<file path="src/rtl/sw_adapter_pkg.sv">
// Shared types for the sub-word register access adapter.
// Assumes the encodings listed in the brief are fixed by the upstream bus.
package sw_adapter_pkg;
    typedef enum logic [1:0] {
        SZ_BYTE = 2'b00,
        SZ_HALF = 2'b01,
        SZ_WORD = 2'b10,
        SZ_RSVD = 2'b11
    } acc_size_e;

    typedef enum logic [1:0] {
        RC_RW    = 2'b00,
        RC_ZFILL = 2'b01,
        RC_RO    = 2'b10,
        RC_NONE  = 2'b11
    } reg_class_e;

    typedef enum logic [1:0] {
        ACT_DROP  = 2'b00,
        ACT_READ  = 2'b01,
        ACT_WRITE = 2'b10,
        ACT_RMW   = 2'b11
    } action_e;

    typedef enum logic [1:0] {
        ST_IDLE    = 2'b00,
        ST_RD_WAIT = 2'b01,
        ST_MERGE   = 2'b10
    } seq_state_e;
endpackage

</file>
<file path="src/rtl/sw_lane_unit.sv">
// Lane placement datapath: builds the lane mask for the access size, shifts
// write data up into its lane, merges it with an old word, and shifts read
// data down. Purely combinational. Assumes word accesses ignore the offset.
module sw_lane_unit
    import sw_adapter_pkg::*;
#(
    parameter int DATA_W = 32,
    localparam int LANES = DATA_W / 8,
    localparam int OFF_W = $clog2(LANES)
) (
    input  acc_size_e          size,
    input  logic [OFF_W-1:0]   offset,
    input  logic [DATA_W-1:0]  wdata,
    input  logic [DATA_W-1:0]  word_in,
    output logic [DATA_W-1:0]  lane_mask_sh,
    output logic [DATA_W-1:0]  wr_placed,
    output logic [DATA_W-1:0]  wr_merged,
    output logic [DATA_W-1:0]  rd_aligned
);
    logic [DATA_W-1:0] lane_mask;
    logic [OFF_W+2:0]  shamt;

    // Lane width mask for the requested size.
    always_comb begin
        case (size)
            SZ_BYTE: lane_mask = DATA_W'(8'hFF);
            SZ_HALF: lane_mask = DATA_W'(16'hFFFF);
            default: lane_mask = '1;
        endcase
    end

    // Bit shift amount: offset in bytes times eight, zero for a word.
    always_comb begin
        shamt = (size == SZ_WORD) ? '0 : {offset, 3'b000};
    end

    // Placement, merge and read alignment.
    always_comb begin
        lane_mask_sh = lane_mask << shamt;
        wr_placed    = (wdata & lane_mask) << shamt;
        wr_merged    = (word_in & ~lane_mask_sh) | wr_placed;
        rd_aligned   = word_in >> shamt;
    end
endmodule

</file>
<file path="src/rtl/sw_access_decode.sv">
// Access classifier: from direction, size, alignment and register class it
// picks one of drop, plain read, single write or read-modify-write.
// Assumes the class input already reflects the addressed offset.
module sw_access_decode
    import sw_adapter_pkg::*;
(
    input  logic       we,
    input  acc_size_e  size,
    input  logic       addr_lsb,
    input  reg_class_e cls,
    output action_e    action
);
    logic bad_shape;

    // Malformed shape: reserved size or odd halfword.
    always_comb begin
        bad_shape = (size == SZ_RSVD) || (size == SZ_HALF && addr_lsb);
    end

    // Action choice.
    always_comb begin
        if (bad_shape) begin
            action = ACT_DROP;
        end else if (!we) begin
            action = (cls == RC_NONE) ? ACT_DROP : ACT_READ;
        end else begin
            case (cls)
                RC_RW:    action = (size == SZ_WORD) ? ACT_WRITE : ACT_RMW;
                RC_ZFILL: action = ACT_WRITE;
                default:  action = ACT_DROP;
            endcase
        end
    end
endmodule

</file>
<file path="src/rtl/sw_sequencer.sv">
// Request sequencer: issues zero, one or two downstream accesses per upstream
// request and raises the ready pulse. Assumes the upstream request stays
// stable until ready, and downstream read data arrives one cycle after a read.
module sw_sequencer
    import sw_adapter_pkg::*;
(
    input  logic    clk,
    input  logic    rst_n,
    input  logic    req_valid,
    input  action_e action,
    output logic    up_ready,
    output logic    dn_valid,
    output logic    dn_we,
    output logic    use_merge,
    output logic    rd_take
);
    seq_state_e state, state_nx;

    // State register with synchronous reset.
    always_ff @(posedge clk) begin
        if (!rst_n) state <= ST_IDLE;
        else        state <= state_nx;
    end

    // Next state and per-cycle strobes.
    always_comb begin
        state_nx  = state;
        up_ready  = 1'b0;
        dn_valid  = 1'b0;
        dn_we     = 1'b0;
        use_merge = 1'b0;
        rd_take   = 1'b0;
        case (state)
            ST_IDLE: begin
                if (req_valid) begin
                    case (action)
                        ACT_DROP: up_ready = 1'b1;
                        ACT_WRITE: begin
                            dn_valid = 1'b1;
                            dn_we    = 1'b1;
                            up_ready = 1'b1;
                        end
                        ACT_READ: begin
                            dn_valid = 1'b1;
                            state_nx = ST_RD_WAIT;
                        end
                        default: begin
                            dn_valid = 1'b1;
                            state_nx = ST_MERGE;
                        end
                    endcase
                end
            end
            ST_RD_WAIT: begin
                up_ready = 1'b1;
                rd_take  = 1'b1;
                state_nx = ST_IDLE;
            end
            ST_MERGE: begin
                dn_valid  = 1'b1;
                dn_we     = 1'b1;
                use_merge = 1'b1;
                up_ready  = 1'b1;
                state_nx  = ST_IDLE;
            end
            default: state_nx = ST_IDLE;
        endcase
    end

    // A plain read completes with data in the following cycle.
    assert_read_completes_R2: assert property (@(posedge clk) disable iff (!rst_n)
        (state == ST_IDLE && req_valid && action == ACT_READ) |=> (up_ready && rd_take));

    // The read of a read-modify-write is followed by its write.
    assert_rmw_write_follows_R4: assert property (@(posedge clk) disable iff (!rst_n)
        (dn_valid && !dn_we && action == ACT_RMW) |=> (dn_valid && dn_we));

    // After a ready pulse the sequencer is free for the next request.
    assert_ready_single_R9: assert property (@(posedge clk) disable iff (!rst_n)
        up_ready |=> (state == ST_IDLE));

    // A dropped request never reaches the register file.
    assert_drop_no_access_R6: assert property (@(posedge clk) disable iff (!rst_n)
        (state == ST_IDLE && req_valid && action == ACT_DROP) |-> !dn_valid);
endmodule

</file>
<file path="src/rtl/subword_reg_adapter.sv">
// Sub-word register access adapter top. Widens byte and halfword accesses
// into whole-word accesses, by read-modify-write or zero-fill according to
// the register class. Assumes DATA_W is 32 or another power-of-two multiple
// of 8, and that the class input is decoded from up_addr by the caller.
module subword_reg_adapter
    import sw_adapter_pkg::*;
#(
    parameter int ADDR_W = 12,
    parameter int DATA_W = 32,
    localparam int LANES = DATA_W / 8,
    localparam int OFF_W = $clog2(LANES)
) (
    input  logic              clk,
    input  logic              rst_n,
    input  logic              up_valid,
    input  logic              up_we,
    input  logic [1:0]        up_size,
    input  logic [ADDR_W-1:0] up_addr,
    input  logic [DATA_W-1:0] up_wdata,
    input  logic [1:0]        up_class,
    output logic              up_ready,
    output logic [DATA_W-1:0] up_rdata,
    output logic              dn_valid,
    output logic              dn_we,
    output logic [ADDR_W-1:0] dn_addr,
    output logic [DATA_W-1:0] dn_wdata,
    input  logic [DATA_W-1:0] dn_rdata
);
    action_e           action;
    logic              use_merge;
    logic              rd_take;
    logic [DATA_W-1:0] lane_mask_sh;
    logic [DATA_W-1:0] wr_placed;
    logic [DATA_W-1:0] wr_merged;
    logic [DATA_W-1:0] rd_aligned;

    sw_access_decode u_decode (
        .we       (up_we),
        .size     (acc_size_e'(up_size)),
        .addr_lsb (up_addr[0]),
        .cls      (reg_class_e'(up_class)),
        .action   (action)
    );

    sw_lane_unit #(.DATA_W(DATA_W)) u_lane (
        .size         (acc_size_e'(up_size)),
        .offset       (up_addr[OFF_W-1:0]),
        .wdata        (up_wdata),
        .word_in      (dn_rdata),
        .lane_mask_sh (lane_mask_sh),
        .wr_placed    (wr_placed),
        .wr_merged    (wr_merged),
        .rd_aligned   (rd_aligned)
    );

    sw_sequencer u_seq (
        .clk       (clk),
        .rst_n     (rst_n),
        .req_valid (up_valid),
        .action    (action),
        .up_ready  (up_ready),
        .dn_valid  (dn_valid),
        .dn_we     (dn_we),
        .use_merge (use_merge),
        .rd_take   (rd_take)
    );

    // Downstream address and data selection, upstream read data.
    always_comb begin
        dn_addr  = {up_addr[ADDR_W-1:OFF_W], {OFF_W{1'b0}}};
        dn_wdata = use_merge ? wr_merged : wr_placed;
        up_rdata = rd_take ? rd_aligned : '0;
    end

    // The write-back of a merge keeps every bit outside the lane.
    assert_merge_keeps_bits_R4: assert property (@(posedge clk) disable iff (!rst_n)
        (dn_valid && dn_we && use_merge) |-> (((dn_wdata ^ dn_rdata) & ~lane_mask_sh) == '0));

    // A narrow single write carries zeros outside its lane.
    assert_zfill_clean_R5: assert property (@(posedge clk) disable iff (!rst_n)
        (dn_valid && dn_we && !use_merge && up_size != SZ_WORD) |-> ((dn_wdata & ~lane_mask_sh) == '0));

    // Odd halfword accesses never touch the register file.
    assert_misaligned_half_R7: assert property (@(posedge clk) disable iff (!rst_n)
        (up_valid && up_size == SZ_HALF && up_addr[0]) |-> !dn_valid);

    // Writes to read-only or unmapped offsets never touch the register file.
    assert_ro_write_dropped_R6: assert property (@(posedge clk) disable iff (!rst_n)
        (up_valid && up_we && up_class[1]) |-> !dn_valid);
endmodule

</file>
<file path="config.mk">
export PLATFORM = sky130hd
export DESIGN_NAME = subword_reg_adapter
export DESIGN_NICKNAME = d
export VERILOG_FILES = /design/src/rtl/sw_adapter_pkg.sv /design/src/rtl/sw_lane_unit.sv /design/src/rtl/sw_access_decode.sv /design/src/rtl/sw_sequencer.sv /design/src/rtl/subword_reg_adapter.sv
export SDC_FILE = /design/constraint.sdc
export NUM_CORES = 1
export LEC_CHECK = 0
export BUFFER_PORTS_ARGS = -buffer_cell sky130_fd_sc_hd__buf_2
export CORE_ASPECT_RATIO = 1.1
export CORE_MARGIN = 5
export CORE_UTILIZATION = 40
export CTS_CLUSTER_SIZE = 25
export DETAILED_ROUTE_END_ITERATION = 7
export GPL_ROUTABILITY_DRIVEN = 1
export PLACE_DENSITY = 0.84
export SLEW_MARGIN = 5
export SYNTH_ARGS = -nofsm -noshare
export SYNTH_HDL_FRONTEND = slang
export SYNTH_SLANG_ARGS = --single-unit
</file>
<file path="constraint.sdc">
create_clock -name clk -period 1.8 [get_ports clk]
set_clock_uncertainty 0.1 [all_clocks]
set_input_delay 0.18 -clock clk [delete_from_list [all_inputs] [get_ports clk]]
set_output_delay 0.18 -clock clk [all_outputs]
set_load 0.02 [all_outputs]
</file>
==> reports/qor.csv, run 1 <==
stage;metric;value;unit
run_status;status;finished clean;
pwr;power.density;356;nW/um^2
timing;finalHoldViolations;0;
die;core_area;4650;sq um
yosys;synth_cells;274;
timing;grt_setup_unrepaired;yes;
critical_path;path_max_fanout;11;
place;gp_congestion;0.880;
place;post-place-ws;-0.0220;ns
timing;setup_viol;0;
yosys;ys_ff_latch;2;
yosys;syn_avg_cell_area;7.05;sq um
die;start_util;41.5;%
timing;finalMaxSlewViolations;0;
timing;holdWs;0.146;ns
yosys;synth_top_family_by_area;compound AO/OA/AOI/OAI gates;
yosys;synth.area.top_cells;mux2i_1 (12%), a22o_1 (6.8%), nand2_1 (6.8%);
pwr;vdd_drop_max;0.171;mV
critical_path;critPathRequiredTime;1.52;ns
critical_path;end_kind;output port;
cts;clkTransAtPathRegs;0.03;ns
global_routing;grt_antenna_before_repair;0;
cts;ctsLongestPathBuffers;2;
critical_path;critPathSlowestCell;a221o_1;
yosys;seq_area_frac_synth;2.07;%
yosys;synth-xor-area-share;0;%
yosys;yosysTopAreaCell;mux2i_1;
place;hpwlAfterDp;6710;um
hold_path;min_path_cells;3;
die;rows;26;
layout;antennaDiodeCount;0;
critical_path;cp_cell_sequence;buf_4 -> buf_12 -> nor2b_4 -> a22o_1 -> a32o_1 -> a221o_1 -> buf_2;
yosys;synthArstFlopShare;0;%
timing;final.period_utilization;99.9;%
layout;layout_commonest_cell;buf_2;
cts;clock_latency;0.21;ns
routing;drtAntennaViolNets;0;
timing;worst_pin_slew;0.572;ns
layout;area_growth;46.1;%
global_routing;overflow;0;
cts;cts_sinks;2;
routing;vias;2738;
global_routing;grt.busiest_layer;met2;
pwr;leakagePower;1.52;nW
die;dieHeight;82.9;um
global_routing;grt_util_met2;42.3;%
global_routing;grt_usage;25.1;%
die;boundaryPins;163;
routing;avgRoutedWirePerCell;18.7;um
cts;cts_inserted_buffers;3;
pwr;total_power;1.00;mW
yosys;synthMuxAreaShare;17.1;%
layout;drive_gt1_share;47.6;%
critical_path;cpPeakStageDelay;0.28;ns
yosys;synth_compound_area_share;39.6;%
layout;layout.nets;491;
cts;cts-htree-levels;1;
yosys;ys.flop_type;dfxtp_1;
critical_path;start_kind;primary input;
yosys;synth-edff-count;0;
place;portBuffers;140;
timing;fin_crit;1.80;ns
global_routing;met3_usage;3.90;%
global_routing;grt_max_degree;27;
timing;finalWorstSetupSlack;0.00125;ns
layout;regMostFlops;u_seq.state;
critical_path;crit_family;compound AO/OA/AOI/OAI gates;
routing;routed_wl;8540;um
global_routing;grt_pass1_wl;13500;um
yosys;synth-simple-area-share;24.5;%
critical_path;cp.depth;7;
routing;drt_iter0_markers;162;
yosys;synth_fa_ha_area_share;2.59;%
layout;largest_reg_flops;2;
layout;top_regs;u_seq.state (2);
yosys;synth_area;1930;sq um
routing;vias_per_cell;5.99;
die;die_w;76.2;um
timing;slew-limit-headroom;61.7;%
hold_path;hold_class;primary input to flip-flop;
cts;clockRootBuffer;clkbuf_8;
critical_path;path_class;primary input to output port;
timing;timing.fmax;0.556;GHz
die;dieArea;6320;sq um
routing;drt-pass1-iter-count;5;
yosys;synth_top_cell_area_share;12.4;%
global_routing;grt_pass1_vias;2729;
global_routing;use_met1;31.1;%
routing;route.detailed.drc;0;
layout;final_cell_mix;buf_2 (133), nand2_1 (35), mux2i_1 (23);
critical_path;crit_buf_inv;3;
layout;fin_cells;457;
cts;cts_tree;done;
yosys;ys.warnings.count;0;
job;max-cap-violations;0;
critical_path;r2r_cells;5;
place;dp.cells;453;
yosys;synth_cell_types;44;
critical_path;arrival;1.52;ns
-- synthesized netlist by cell type (4+ instances only) --
cell type  count
o22ai_1        8
nor2_1        17
nand3_1        9
mux2i_1       24
a221o_1        9
nor2b_1        4
o21ai_1        4
a22oi_1       16
a22o_1        15
a32o_1         9
o2bb2ai_1      8
buf_6          7
nand2_1       35
ha_1           4
a21boi_0       7
buf_2         11
and3_1         9
nand2b_1       9
mux2_1         6
o21ai_0       16
clkbuf_1       5
buf_4         13
-- what timing repair did --
action	in CTS	in global routing
gates cloned	0	0
buffers inserted	1	0
setup endpoints to repair	33	33
resized for setup	21	14
pin swaps	2	1
hold buffers	0	0
-- layer usage --
layer	routed length, um	vias up	part of all wire, %
li1	-	1284	-
met1	3380	1225	40
met4	341	0	4.0
met5	0	-	0
met3	824	42	9.7
met2	3990	187	47
-- cells by family (layout without fill, tap and decap cells) --
family	Yosys count	after routing
AOI/OAI and AO/OA	100	100
buffers and inverters	41	167
and+or+nand+nor	94	94
other	1	2
adders and majority gates	4	4
muxes	32	32
DFF	2	2
-- per-stage QoR --
step                      area [sq um]  util, %  setup TNS [ns]
final                             2820     60.7               0
after global placement            2650     56.9               0
after floorplan                   1930        -               0
after detailed placement          2650     56.9         -0.0741
after CTS                         2770     59.5               0
after global routing              2820     60.7          -0.115
-- report_power, final --
part	switching [mW]	total (mW)	internal, mW
registers	0.00173	0.0486	0.0469
clock network	0.0392	0.181	0.142
logic	0.453	0.775	0.322
-- worst reg2reg max path, stage by stage (launching register included) --
cell	delay, ns
dfxtp_2	0.31
inv_2	0.08
buf_4	0.12
ha_2	0.21
nand2_1	0.08
o31ai_1	0.23
-- final timing paths --
kind / from / endpoint / slack [ns]
worst max-delay path: up_addr[0] / dn_wdata[23] / 0.001
worst max register to register: u_seq.state[0]$_SDFFE_PN0P_ / u_seq.state[1]$_SDFFE_PN0P_ / 0.56
worst min-delay path: rst_n / u_seq.state[1]$_SDFFE_PN0P_ / 0.15
worst min register to register: u_seq.state[1]$_SDFFE_PN0P_ / u_seq.state[1]$_SDFFE_PN0P_ / 0.44
-- layout make-up --
class / instances / area [sq um]
Clock buffer: 3 / 41.3
Fill cell: 425 / 1830
Inverter: 3 / 11.3
Multi-Input combinational cell: 232 / 1710
Sequential cell: 2 / 42.5
Tap cell: 56 / 70.1
Timing Repair Buffer: 161 / 948
(Power assumes the default switching activity.)
==> run 2, diff against run 1 <==
ABC_AREA = 1   (was unset)
CORE_UTILIZATION = 39   (was 40)
PLACE_DENSITY = 0.83   (was 0.84)
==> run 2 against run 1 <==
Against the previous run:
- the run now ends with negative setup slack left
- synthesized cell count up 37%
- count of clock-buffer cells in the layout unchanged
- sequential share of layout area up 0.12 points
- critical endpoint is now up_rdata[7]
- sequential cell count unchanged
- clock power about the same
- largest power group unchanged
- area after synthesis down 2.8%
- total power up 4.0%
- global-route usage down 2.1 points
- design area up 3.8%
- maximum frequency down 0.89%
==> reports/qor.csv, run 2 <==
stage;metric;value;unit;change
layout;final_area;2930;sq um;was 2820 sq um
cts;clockRootBuffer;clkbuf_8;;unchanged
timing;finalWorstSetupSlack;-0.0150;ns;was 0.00125 ns
routing;vias;2970;;was 2738
place;hpwlAfterDp;6790;um;was 6710 um
yosys;synth_cells;375;;was 274
layout;regMostFlops;u_seq.state;;unchanged
timing;setup_viol;3;;was 0
layout;final_cell_mix;nand2_1 (144), buf_2 (102), nand3_1 (58);;was buf_2 (133), nand2_1 (35), mux2i_1 (23)
routing;dr_wl_met2;4270;um;was 3990 um
hold_path;hold_class;primary input to flip-flop;;unchanged
critical_path;end_kind;output port;;unchanged
run_status;violations;negative setup slack;;
global_routing;grt_pass1_wl;12000;um;was 13500 um
layout;area_growth;56.1;%;was 46.1%
timing;fin_crit;1.81;ns;was 1.80 ns
yosys;ys.flop_type;dfxtp_1;;unchanged
layout;largest_reg_flops;2;;unchanged
cts;cts_sinks;2;;unchanged
routing;routed_wl;8500;um;was 8540 um
place;gp_congestion;0.932;;was 0.880
cts;holdBufCountCts;0;;unchanged
die;boundaryPins;163;;unchanged
pwr;leakagePower;1.60;nW;was 1.52 nW
cts;clock_latency;0.21;ns;about the same
pwr;total_power;1.04;mW;was 1.00 mW
yosys;synthArstFlopShare;0;%;unchanged
routing;route.detailed.drc;0;;unchanged
global_routing;grt_usage;22.9;%;was 25.1%
timing;final.period_utilization;101;%;was 99.9%
cts;ctsLongestPathBuffers;2;;unchanged
die;start_util;40.3;%;was 41.5%
routing;drt-pass1-iter-count;4;;was 5
yosys;synth-edff-count;0;;unchanged
yosys;synth_cell_types;24;;was 44
timing;finalHoldViolations;0;;unchanged
die;dieHeight;82.8;um;was 82.9 um
global_routing;grt_max_degree;27;;unchanged
layout;fin_cells;558;;was 457
routing;met3_length;648;um;was 824 um
layout;layout_commonest_cell;nand2_1;;was buf_2
routing;top_layer;met4;;unchanged
yosys;ys_ff_latch;2;;unchanged
layout;drive_gt1_share;42.4;%;was 47.6%
global_routing;overflow;0;;unchanged
yosys;synth.area.top_cells;nand2_1 (29%), nand3_1 (16%), o21ai_0 (9.6%);;was mux2i_1 (12%), a22o_1 (6.8%), nand2_1 (6.8%)
job;max-cap-violations;0;;unchanged
critical_path;critPathRequiredTime;1.52;ns;about the same
run_status;status;finished with violations;;was finished clean
pwr;power.density;357;nW/um^2;was 356 nW/um^2
timing;grt_setup_unrepaired;yes;;unchanged
routing;vias_per_cell;5.32;;was 5.99
yosys;syn_avg_cell_area;5.00;sq um;was 7.05 sq um
yosys;synth_top_cell_area_share;29.2;%;was 12.4%
place;dpl_cell_area;2510;sq um;was 2650 sq um
global_routing;grt_antenna_before_repair;0;;unchanged
die;rows;26;;unchanged
cts;clkTransAtPathRegs;0.03;ns;about the same
layout;final_util;63.0;%;was 60.7%
timing;fin_setup_tns;-0.0392;ns;was 0 ns
die;die_w;76.1;um;was 76.2 um
yosys;yosysTopAreaCell;nand2_1;;was mux2i_1
layout;fillCellCount;465;;was 425
cts;cts_inserted_buffers;3;;unchanged
place;portBuffers;140;;unchanged
yosys;ys.warnings.count;0;;unchanged
die;core_area;4650;sq um;unchanged
routing;drt_iter0_markers;212;;was 162
critical_path;regToRegSetupSlack;0.69;ns;was 0.56 ns
critical_path;arrival;1.53;ns;was 1.52 ns
yosys;synth.most_common_cell;nand2_1;;unchanged
routing;avgRoutedWirePerCell;15.2;um;was 18.7 um
critical_path;path_max_fanout;4;;was 11
routing;drtAntennaViolNets;0;;unchanged
routing;drt-met1-wl;3350;um;was 3380 um
critical_path;start_kind;flip-flop;;was primary input
yosys;synthTopCellsByCount;nand2_1 (146), nand3_1 (60), o21ai_0 (36);;was nand2_1 (35), mux2i_1 (24), nor2_1 (17)
layout;layout.nets;592;;was 491
cts;cts_tree;done;;unchanged
cts;cts-htree-levels;1;;unchanged
layout;antennaDiodeCount;0;;unchanged
timing;finalMaxSlewViolations;0;;unchanged
layout;top_regs;u_seq.state (2);;unchanged
die;dieArea;6300;sq um;was 6320 sq um
global_routing;grt_pass1_vias;2600;;was 2729
pwr;vdd_drop_max;0.167;mV;was 0.171 mV
yosys;seq_area_frac_synth;2.13;%;was 2.07%
yosys;synth_area;1880;sq um;was 1930 sq um
timing;timing.fmax;0.551;GHz;was 0.556 GHz
place;dp.cells;546;;was 453
critical_path;path_class;flip-flop to output port;;was primary input to output port
==> run 2: where the power goes <==
group	internal [mW]	switching, mW
clock network	0.142	0.0377
registers	0.0450	0.00310
logic	0.308	0.510
total	0.494	0.551
==> run 2: worst paths after layout <==
kind / startpoint / to / cells past startpoint
worst max-delay path: u_seq.state[1]$_SDFFE_PN0P_ / up_rdata[7] / 8
worst min-delay path: rst_n / u_seq.state[1]$_SDFFE_PN0P_ / 3
worst max register to register: u_seq.state[0]$_SDFFE_PN0P_ / u_seq.state[0]$_SDFFE_PN0P_ / 5
worst min register to register: u_seq.state[1]$_SDFFE_PN0P_ / u_seq.state[1]$_SDFFE_PN0P_ / 2
==> run 2: stage by stage <==
step                      hold slack, ns  setup WS, ns
final                              0.121       -0.0150
after global routing               0.164       -0.0720
after CTS                          0.118       0.00967
after detailed placement           0.260        0.0705
after global placement             0.260         0.113
after floorplan                    0.227        0.0299
==> run 2: kinds of logic (layout without fill, tap and decap cells) <==
kind of cell	after synthesis	count (layout)	share of synthesized area, %
DFF	2	2	2.13
AOI/OAI and AO/OA	65	65	20.7
other	1	2	0.200
adders and majority gates	4	4	2.67
buffers and inverters	60	186	18.1
and+or+nand+nor	243	243	56.2
==> run 2: timing repair <==
item / in CTS / in global routing
pin swaps: 1 / 12
buffers inserted: 1 / 6
setup endpoints to repair: 54 / 57
cloned: 0 / 2
gates resized for setup: 6 / 86
hold endpoints to repair: 0 / 0
==> run 2: critical path, stage by stage, from the launching register on <==
cell and delay [ns]:
dfxtp_4 0.35, inv_4 0.06, ha_4 0.12, inv_2 0.04, nor2_4 0.19, clkbuf_16 0.18
o21ai_2 0.05, o22ai_1 0.15, buf_4 0.17
==> run 2: final cells by class <==
class	count	area (sq um)	area share (%)
flip-flops and latches	2	47.5	1.62
repair buffers	160	1070	36.6
clock buffers	3	41.3	1.41
well taps	56	70.1	2.39
multi-input cells	314	1600	54.6
inverters	23	98.8	3.37
==> run 2: per-layer routing <==
layer / vias up / track usage, %
met5: - / 0
met2: 141 / 39.5
met3: 24 / 4.34
met4: 0 / 9.62
met1: 1327 / 28.2
li1: 1478 / -
